$ cat src/rtl/dfc_pkg.sv
package dfc_pkg;

   typedef enum logic [3:0] {
      S_IDLE,
      S_PDE,
      S_WIN,
      S_SET,
      S_XP,
      S_LMD,
      S_MRD,
      S_LMM,
      S_LME,
      S_LCK
   } seq_st_e;

   localparam logic [1:0] CMD_NOP = 2'b00;
   localparam logic [1:0] CMD_LMR = 2'b01;

   localparam logic [1:0] BA_MR  = 2'd0;
   localparam logic [1:0] BA_EMR = 2'd1;

   // mode word field positions the device decodes
   localparam int BL_LSB  = 0;
   localparam int CL_LSB  = 4;
   localparam int DLL_BIT = 8;
   localparam int WR_LSB  = 9;
   localparam int AL_LSB  = 3;

endpackage

$ cat src/rtl/dfc_timer.sv
module dfc_timer #(
   parameter int W = 4
) (
   input  logic         clk,
   input  logic         rst_n,
   input  logic         ld,
   input  logic [W-1:0] ld_val,
   output logic         zero
);

   logic [W-1:0] cnt;

   always_ff @(posedge clk or negedge rst_n) begin
      if (!rst_n)
         cnt <= '0;
      else if (ld)
         cnt <= ld_val;
      else if (cnt != '0)
         cnt <= cnt - 1'b1;
   end

   assign zero = (cnt == '0);

endmodule

$ cat src/rtl/dfc_fsm.sv
module dfc_fsm
   import dfc_pkg::*;
#(
   parameter int          PD_ENTRY_CYC = 2,
   parameter int          SETTLE_CYC   = 1,
   parameter int          TXP_CYC      = 2,
   parameter int          TMRD_CYC     = 2,
   parameter int          TW           = 2,
   parameter logic [2:0]  INIT_CL      = 3'd4,
   parameter logic [2:0]  INIT_WR      = 3'd2
) (
   input  logic          clk,
   input  logic          rst_n,
   input  logic          req_i,
   input  logic          banks_idle_i,
   input  logic          upd_lat_i,
   input  logic [2:0]    new_cl_i,
   input  logic [2:0]    new_wr_i,
   input  logic [2:0]    new_al_i,
   input  logic          clk_stable_i,
   input  logic          tmr_zero,
   input  logic          rl_zero,
   output seq_st_e       st,
   output logic          tmr_ld,
   output logic [TW-1:0] tmr_val,
   output logic          rl_ld,
   output logic [2:0]    cur_cl,
   output logic [2:0]    cur_wr,
   output logic [2:0]    pend_cl,
   output logic [2:0]    pend_wr,
   output logic [2:0]    pend_al
);

   seq_st_e    nxt;
   logic       upd_q;
   logic [1:0] idx;
   logic       accept;

   assign accept = (st == S_IDLE) && req_i && banks_idle_i;

   always_comb begin
      nxt     = st;
      tmr_ld  = 1'b0;
      tmr_val = '0;
      rl_ld   = 1'b0;
      case (st)
         S_IDLE: if (accept) begin
            nxt     = S_PDE;
            tmr_ld  = 1'b1;
            tmr_val = TW'(PD_ENTRY_CYC - 1);
         end
         S_PDE: if (tmr_zero) nxt = S_WIN;
         S_WIN: if (clk_stable_i) begin
            nxt     = S_SET;
            tmr_ld  = 1'b1;
            tmr_val = TW'(SETTLE_CYC - 1);
         end
         S_SET: if (tmr_zero) begin
            nxt     = S_XP;
            tmr_ld  = 1'b1;
            tmr_val = TW'(TXP_CYC - 1);
         end
         S_XP: if (tmr_zero) nxt = S_LMD;
         S_LMD: begin
            nxt     = S_MRD;
            tmr_ld  = 1'b1;
            tmr_val = TW'(TMRD_CYC - 1);
            rl_ld   = 1'b1;
         end
         S_MRD: if (tmr_zero) begin
            if (upd_q && idx == 2'd0)
               nxt = S_LMM;
            else if (upd_q && idx == 2'd1)
               nxt = S_LME;
            else
               nxt = S_LCK;
         end
         S_LMM, S_LME: begin
            nxt     = S_MRD;
            tmr_ld  = 1'b1;
            tmr_val = TW'(TMRD_CYC - 1);
         end
         S_LCK: if (rl_zero) nxt = S_IDLE;
         default: nxt = S_IDLE;
      endcase
   end

   always_ff @(posedge clk or negedge rst_n) begin
      if (!rst_n) begin
         st      <= S_IDLE;
         upd_q   <= 1'b0;
         idx     <= 2'd0;
         cur_cl  <= INIT_CL;
         cur_wr  <= INIT_WR;
         pend_cl <= '0;
         pend_wr <= '0;
         pend_al <= '0;
      end else begin
         st <= nxt;
         if (accept) begin
            upd_q   <= upd_lat_i;
            pend_cl <= new_cl_i;
            pend_wr <= new_wr_i;
            pend_al <= new_al_i;
         end
         case (st)
            S_LMD: idx <= 2'd0;
            S_LMM: begin
               idx    <= 2'd1;
               cur_cl <= pend_cl;
               cur_wr <= pend_wr;
            end
            S_LME: idx <= 2'd2;
            default: ;
         endcase
      end
   end

endmodule

$ cat src/rtl/dfc_cmd_enc.sv
module dfc_cmd_enc
   import dfc_pkg::*;
#(
   parameter int         ADDR_W  = 14,
   parameter logic [2:0] BL_CODE = 3'b010
) (
   input  seq_st_e           st,
   input  logic [2:0]        cur_cl,
   input  logic [2:0]        cur_wr,
   input  logic [2:0]        pend_cl,
   input  logic [2:0]        pend_wr,
   input  logic [2:0]        pend_al,
   output logic [1:0]        cmd,
   output logic [1:0]        ba,
   output logic [ADDR_W-1:0] addr
);

   function automatic logic [ADDR_W-1:0] mr_word(input logic [2:0] cl,
                                                 input logic [2:0] wr,
                                                 input logic       dll);
      logic [ADDR_W-1:0] w;
      w                = '0;
      w[BL_LSB +: 3]   = BL_CODE;
      w[CL_LSB +: 3]   = cl;
      w[DLL_BIT]       = dll;
      w[WR_LSB +: 3]   = wr;
      return w;
   endfunction

   always_comb begin
      cmd  = CMD_NOP;
      ba   = BA_MR;
      addr = '0;
      case (st)
         S_LMD: begin
            cmd  = CMD_LMR;
            addr = mr_word(cur_cl, cur_wr, 1'b1);
         end
         S_LMM: begin
            cmd  = CMD_LMR;
            addr = mr_word(pend_cl, pend_wr, 1'b0);
         end
         S_LME: begin
            cmd              = CMD_LMR;
            ba               = BA_EMR;
            addr[AL_LSB +: 3] = pend_al;
         end
         default: ;
      endcase
   end

endmodule

$ cat src/rtl/dram_fclk_seq.sv
module dram_fclk_seq
   import dfc_pkg::*;
#(
   parameter int         PD_ENTRY_CYC = 2,
   parameter int         SETTLE_CYC   = 1,
   parameter int         TXP_CYC      = 2,
   parameter int         TMRD_CYC     = 2,
   parameter int         RELOCK_CYC   = 200,
   parameter int         ADDR_W       = 14,
   parameter logic [2:0] BL_CODE      = 3'b010,
   parameter logic [2:0] INIT_CL      = 3'd4,
   parameter logic [2:0] INIT_WR      = 3'd2
) (
   input  logic              clk,
   input  logic              rst_n,
   input  logic              req_i,
   input  logic              banks_idle_i,
   input  logic              upd_lat_i,
   input  logic [2:0]        new_cl_i,
   input  logic [2:0]        new_wr_i,
   input  logic [2:0]        new_al_i,
   input  logic              clk_stable_i,
   input  logic              odt_i,
   output logic              cke_o,
   output logic              odt_o,
   output logic              freq_change_ok_o,
   output logic [1:0]        cmd_o,
   output logic [1:0]        ba_o,
   output logic [ADDR_W-1:0] addr_o,
   output logic              busy_o,
   output logic              ready_o,
   output logic              err_o
);

   localparam int T_A   = (PD_ENTRY_CYC > SETTLE_CYC) ? PD_ENTRY_CYC : SETTLE_CYC;
   localparam int T_B   = (TXP_CYC > TMRD_CYC) ? TXP_CYC : TMRD_CYC;
   localparam int T_MAX = (T_A > T_B) ? T_A : T_B;
   localparam int TW    = (T_MAX < 2) ? 1 : $clog2(T_MAX);
   localparam int RW    = $clog2(RELOCK_CYC);
   localparam int LOAD_SPAN = 3 * TMRD_CYC + 3;

   generate
      if (PD_ENTRY_CYC < 2) begin : g_chk_pd
         $error("PD_ENTRY_CYC must be at least 2");
      end
      if (SETTLE_CYC < 1 || TXP_CYC < 1 || TMRD_CYC < 1) begin : g_chk_min
         $error("SETTLE_CYC, TXP_CYC and TMRD_CYC must be at least 1");
      end
      if (RELOCK_CYC <= LOAD_SPAN) begin : g_chk_rl
         $error("RELOCK_CYC must exceed the span of the extra loads");
      end
      if (ADDR_W < 12) begin : g_chk_aw
         $error("ADDR_W must hold the write recovery field");
      end
   endgenerate

   seq_st_e       st;
   logic          tmr_ld, tmr_zero, rl_ld, rl_zero;
   logic [TW-1:0] tmr_val;
   logic [2:0]    cur_cl, cur_wr, pend_cl, pend_wr, pend_al;

   dfc_fsm #(
      .PD_ENTRY_CYC(PD_ENTRY_CYC),
      .SETTLE_CYC  (SETTLE_CYC),
      .TXP_CYC     (TXP_CYC),
      .TMRD_CYC    (TMRD_CYC),
      .TW          (TW),
      .INIT_CL     (INIT_CL),
      .INIT_WR     (INIT_WR)
   ) u_fsm (
      .clk         (clk),
      .rst_n       (rst_n),
      .req_i       (req_i),
      .banks_idle_i(banks_idle_i),
      .upd_lat_i   (upd_lat_i),
      .new_cl_i    (new_cl_i),
      .new_wr_i    (new_wr_i),
      .new_al_i    (new_al_i),
      .clk_stable_i(clk_stable_i),
      .tmr_zero    (tmr_zero),
      .rl_zero     (rl_zero),
      .st          (st),
      .tmr_ld      (tmr_ld),
      .tmr_val     (tmr_val),
      .rl_ld       (rl_ld),
      .cur_cl      (cur_cl),
      .cur_wr      (cur_wr),
      .pend_cl     (pend_cl),
      .pend_wr     (pend_wr),
      .pend_al     (pend_al)
   );

   // interval timer shared by entry, settle, exit and load spacing
   dfc_timer #(.W(TW)) u_tmr (
      .clk   (clk),
      .rst_n (rst_n),
      .ld    (tmr_ld),
      .ld_val(tmr_val),
      .zero  (tmr_zero)
   );

   // relock timer runs alongside the extra loads
   dfc_timer #(.W(RW)) u_relock (
      .clk   (clk),
      .rst_n (rst_n),
      .ld    (rl_ld),
      .ld_val(RW'(RELOCK_CYC - 1)),
      .zero  (rl_zero)
   );

   dfc_cmd_enc #(
      .ADDR_W (ADDR_W),
      .BL_CODE(BL_CODE)
   ) u_enc (
      .st     (st),
      .cur_cl (cur_cl),
      .cur_wr (cur_wr),
      .pend_cl(pend_cl),
      .pend_wr(pend_wr),
      .pend_al(pend_al),
      .cmd    (cmd_o),
      .ba     (ba_o),
      .addr   (addr_o)
   );

   assign busy_o           = (st != S_IDLE);
   assign cke_o            = !(st == S_PDE || st == S_WIN || st == S_SET);
   assign freq_change_ok_o = (st == S_WIN);
   assign odt_o            = (st == S_IDLE) ? odt_i : 1'b0;
   assign ready_o          = (st == S_LCK) && rl_zero;
   assign err_o            = req_i && (busy_o || !banks_idle_i);

endmodule

$ cat config.mk
export PLATFORM = sky130hd
export DESIGN_NAME = dram_fclk_seq
export DESIGN_NICKNAME = d
export VERILOG_FILES = /design/src/rtl/dfc_pkg.sv /design/src/rtl/dfc_timer.sv /design/src/rtl/dfc_fsm.sv /design/src/rtl/dfc_cmd_enc.sv /design/src/rtl/dram_fclk_seq.sv
export SDC_FILE = /design/constraint.sdc
export NUM_CORES = 1
export LEC_CHECK = 0
export BUFFER_PORTS_ARGS = -buffer_cell sky130_fd_sc_hd__buf_2
export CAP_MARGIN = 20
export CORE_MARGIN = 1.5
export CORE_UTILIZATION = 45
export DETAILED_ROUTE_END_ITERATION = 7
export GPL_TIMING_DRIVEN = 0
export PLACE_DENSITY = 0.79
export SYNTH_ARGS = -nofsm -noshare
export SYNTH_HDL_FRONTEND = slang
export SYNTH_HIERARCHICAL = 1
export SYNTH_SLANG_ARGS = --single-unit
$ cat constraint.sdc
create_clock -name clk -period 4.2 [get_ports clk]
set_input_delay 0.63 -clock clk [delete_from_list [all_inputs] [get_ports clk]]
set_output_delay 0.63 -clock clk [all_outputs]
set_load 0.05 [all_outputs]
After elaboration in Yosys (flattened, before gate mapping) --
Cells that the tools add are included.
Storage, ports and cells: register bits after elaboration 31, bits of input ports 16, word-level logic and storage cells 77
Operators by class: add/subtract/negate cells 2, equality and inequality tests 17, mux-type cells 27, reductions and logical operators 21
Operators by type and width (count):
- $mux W4 | 8
- $pmux W4 S8 | 1
- $eq A4 B3 Y1 const B | 4
- $mux W8 | 2
- $ne A2 B2 Y1 const B | 6
- $pmux W6 S2 | 1
- $mux W1 | 10
- $pmux W3 S3 | 1
- $eq A4 B2 Y1 const B | 2
- $eq A4 B4 Y1 const B | 2
- $logic_not A8 Y1 | 1
- $reduce_bool A8 Y1 | 1
- $sub A8 B1 Y8 const B | 1
- $reduce_and A7 Y1 | 1
- $logic_and A1 B1 Y1 | 6
- $pmux W2 S3 | 1
- $eq A4 B1 Y1 const B | 1
- $logic_not A4 Y1 | 1
- $pmux W1 S4 | 1
- $reduce_bool A4 Y1 | 1
- $logic_or A1 B1 Y1 | 3
- $pmux W1 S3 | 1
- $reduce_bool A3 Y1 | 1
- $reduce_or A3 Y1 | 1
- 8 further kinds | 9

Logic depth before layout (Yosys ltp) --
depth after elaboration 6, mapped depth 7, depth with buffers taken out 6

Hierarchy --
The synthesis kept the hierarchy.
By module, submodules not included:
- dfc_fsm | instances 1, cells an instance 92, area an instance 1049.8 um^2, seq. area each 553.0 um^2
- dfc_timer at u_relock | instances 1, cells an instance 54, area an instance 476.7 um^2, seq. area each 200.2 um^2
- dfc_cmd_enc | instances 1, cells an instance 27, area an instance 211.5 um^2, seq. area each 0.0 um^2
- dram_fclk_seq | instances 1, cells an instance 11, area an instance 67.6 um^2, seq. area each 0.0 um^2
- dfc_timer at u_tmr | instances 1, cells an instance 3, area an instance 35.0 um^2, seq. area each 25.0 um^2

Worst setup path before layout --
Ideal clock, no wire load.
path kind reg-to-output, start register u_fsm.st[0], end output port freq_change_ok_o, arrival time 2179 ps, setup slack 1391 ps, cell stages (with the launch flop) 2, path through dfrtp_1 -> nor4b_1
Between the ends: longest elaborated chain between the ends 1
RTL lines:
- start: declaration | line dfc_fsm.sv:23 | output seq_st_e st,
- start signal: assignment | line dfc_fsm.sv:99 | st <= nxt;
- $eq A4 B2 Y1 | line dram_fclk_seq.sv:128 | assign freq_change_ok_o = (st == S_WIN);
- end: declaration | line dram_fclk_seq.sv:26 | output logic freq_change_ok_o,
Every way passes these cells.

Final worst setup path --
start register u_relock.cnt[0], end output port ready_o
Between the ends: longest elaborated chain between the ends 2
RTL lines:
- start: declaration | line dfc_timer.sv:11 | logic [W-1:0] cnt;
- start signal: assignment | line dfc_timer.sv:17 | cnt <= ld_val;
- start signal: assignment | line dfc_timer.sv:19 | cnt <= cnt - 1'b1;
- $logic_not A8 Y1 | line dfc_timer.sv:22 | assign zero = (cnt == '0);
- named net rl_zero | line dram_fclk_seq.sv:58 | logic tmr_ld, tmr_zero, rl_ld, rl_zero;
- $logic_and A1 B1 Y1 | line dram_fclk_seq.sv:130 | assign ready_o = (st == S_LCK) && rl_zero;
- end: declaration | line dram_fclk_seq.sv:31 | output logic ready_o,
The timed path passes the listed nets, and every way through them passes these cells.

==> results.ini <==
[status]
status=finished, final reports clean

[placement]
dp_hpwl_um=2590
placed_cell_area_um2=2110
numPortBuffers=32
gp_congestion=0.910

[sta]
slew_violations=0
relSlewSlack_pct=54.0
hold_violations=0
finalCritPeriodShare_pct=69.4
fin_setup_tns_ns=0
skew_ns=0.00179
max_freq_ghz=0.343
worst_pin_slew_ns=0.691
rsz0062_at_grt=no
min_period_ns=2.92
setup_viol=0

[routing]
viasPerCell=5.32
wl_per_cell_um=12.8
drt_pass1_iterations=4
wl_um=3690
remaining_drc_errors=0
vias=1538
drt_iter0_markers=100
ant_nets=0

[clock_tree]
cts-root-buf=clkbuf_8
path_clk_slew_ns=0.07
tritoncts=yes
clock_path_buffers=2
cts_num_sinks=31
htree_levels=2
postCtsHoldBufs=0
clk_latency_ns=0.28
cts_buffers=5
cts_resized=0
post_cts_buffers=0

[synthesis]
yosysUniqueCellTypes=54
yosysSeqAreaShare_pct=42.3
synth-seq-cells=31
syn_avg_cell_area_um2=9.84
synth-main-ff-cell=dfrtp_1
synth_warnings=6
async_flop_share_pct=100
syn_area_um2=1840
synth_edf_count=0
synth_cells=187

[floorplanning]
coreArea_um2=3970
die_w_um=67.0
initial_utilization_pct=46.3
die_h_um=67.0
die_area_um2=4480
io_pins=40
rows=23

[final_layout]
layout-drive-gt1-share_pct=30.5
area_delta_synth_final_pct=20.9
register_area_um2=778
final_nets=255
multi_input_comb_area_um2=975
fin_area_um2=2230
finish.utilization_pct=56.0
nFillCells=355
insertedDiodeCount=0

[worst_setup_path]
endpoint=ready_o
worstPathMaxFanout=7
cp-start-kind=flip-flop
crit_required_ns=3.57
cp_data_arrival_time_ns=2.29
r2r-end=u_fsm/pend_cl[1]
crit_type=flip-flop to output port
startpoint=u_relock/cnt[0]
rr_worst_depth=5
reg2reg_from=u_fsm/st[2]
critPathCaptureType=output port
r2r_setup_slack_ns=2.00

[grt]
first_global_vias=1314
grt_max_degree=32
gr-total-overflow=0
grt_first_pass_wirelength_um=6000
antenna_found_initial=0
grt_usage_pct=18.1

[worst_hold_path]
hp-class=primary input to asynchronous set/reset pin

[flow_run]
cap_violations=0

[power_and_ir_drop]
max-vdd-ir-drop_v=0.000307
power_leakage_nw=1.02
power_density_nw_per_um2=827

[layout by cell type, fill, tap and decap left out, types with 2 or more instances in the layout]
master     instances
a211oi_1           2
nor4_1             2
clkbuf_1           4
nand2_1           10
dfrtp_1           29
o31ai_1            3
mux2i_1            6
nor3b_1            2
a221oi_1           2
conb_1            15
a21boi_0           2
and2_1             4
a21oi_1            8
inv_1              8
or3_1              2
nor3_1             5
nand2b_1           3
dfstp_2            2
o2bb2ai_1          2
clkbuf_8           6
a22oi_1            2
clkbuf_2           2
o22ai_1            2
nand3_1            4
buf_4              7
mux2_2            16
nor2_1            14
nor2b_1            3
buf_2             33
or4_1              3
o21ai_0           10
[report_power, final]
group	total (W)	internal (W)	switching, W	leakage [nW]
logic	0.000926	0.000367	0.000559	0.587
clock network	0.000302	0.000192	0.000111	0.0612
registers	0.000611	0.000453	0.000158	0.374
[cells by family after synthesis]
family	after synthesis	share of synthesized area (%)
other	3	0.612
AND/OR/NAND/NOR	61	19.5
buffers and inverters	24	7.21
multiplexers	22	13.1
AO/OA/AOI/OAI	43	15.6
XOR/XNOR	1	0.476
adder cells (fa/ha/maj)	2	1.22
flip-flops	31	42.3
[synth_stat cells, types with 2 or more instances]
| cell | count | area share (%) |
|---|---|---|
| dfrtp_1 | 29 | 39 |
| mux2_2 | 16 | 9.8 |
| nor2_1 | 14 | 2.9 |
| nand2_1 | 10 | 2.0 |
| o21ai_0 | 10 | 2.7 |
| a21oi_1 | 8 | 2.2 |
| inv_1 | 8 | 1.6 |
| buf_4 | 7 | 2.9 |
| mux2i_1 | 6 | 3.3 |
| nor3_1 | 5 | 1.4 |
| and2_1 | 4 | 1.4 |
| clkbuf_1 | 4 | 0.82 |
| nand3_1 | 4 | 1.1 |
| conb_1 | 3 | 0.61 |
| nand2b_1 | 3 | 1.0 |
| nor2b_1 | 3 | 1.0 |
| o31ai_1 | 3 | 1.2 |
| or4_1 | 3 | 1.2 |
| a211oi_1 | 2 | 0.82 |
| a21boi_0 | 2 | 0.82 |
| a221oi_1 | 2 | 0.95 |
| a22oi_1 | 2 | 0.82 |
| clkbuf_2 | 2 | 0.54 |
| dfstp_2 | 2 | 2.9 |
| nor3b_1 | 2 | 0.82 |
| nor4_1 | 2 | 0.68 |
| o22ai_1 | 2 | 0.68 |
| o2bb2ai_1 | 2 | 0.95 |
| or3_1 | 2 | 0.68 |
[sequential cells by signal (all words and copies together) (netlist names)]
register,flops
u_fsm/idx,2
u_relock/cnt,8
u_fsm/pend_wr,3
u_fsm/pend_al,3
u_fsm/cur_cl,3
u_fsm/cur_wr,3
u_fsm/pend_cl,3
u_fsm/st,4
u_fsm/upd_q,1
u_tmr/cnt,1
[routing by layer]
layer  wire length [µm]  GRT usage, %
met1               1660          22.6
met2               1810          28.7
met3                185          5.91
met4                 41          7.14
met5                  0             0
[critical path, cell delays in order (launching register included)]
cell and delay, ns:
dfrtp_1 0.42, inv_1 0.09, ha_1 0.21, or3b_1 0.36, clkbuf_2 0.16, nor2_1 0.27
nand4b_1 0.13, nor2_1 0.11, buf_2 0.27
[cell type report]
type,instances,share of cell area [%]
multi-input cells,144,43.8
flip-flops and latches,31,35.0
repair buffers,32,7.20
plain buffers,16,4.61
clock buffers,6,3.71
well taps,50,2.81
clock inverters,2,1.57
inverters,8,1.35
[through the flow]
stage | instances | hold slack (ns) | setup slack, ns | total power, W
3_3_place_gp | 281 | 0.484 | 1.57 | 0.00151
5_1_grt | 289 | 0.452 | 1.10 | 0.00198
3_5_place_dp | 281 | 0.491 | 1.56 | 0.00154
4_1_cts | 289 | 0.409 | 1.25 | 0.00185
2_1_floorplan | 199 | 0.334 | 1.39 | 0.00134
6_report | 289 | 0.391 | 1.28 | 0.00184
[how the worst min path moves through the flow]
stage	startpoint	end	slack, ns
2_1_floorplan	rst_n	u_fsm/cur_cl[0]	0.33
3_3_place_gp	u_fsm/pend_al[0]	u_fsm/pend_al[0]	0.48
3_5_place_dp	u_fsm/pend_al[0]	u_fsm/pend_al[0]	0.49
4_1_cts	rst_n	u_fsm/pend_cl[2]	0.41
5_1_grt	rst_n	u_fsm/pend_cl[2]	0.45
6_report	rst_n	u_fsm/pend_cl[2]	0.39
(Power assumes the default switching activity.)
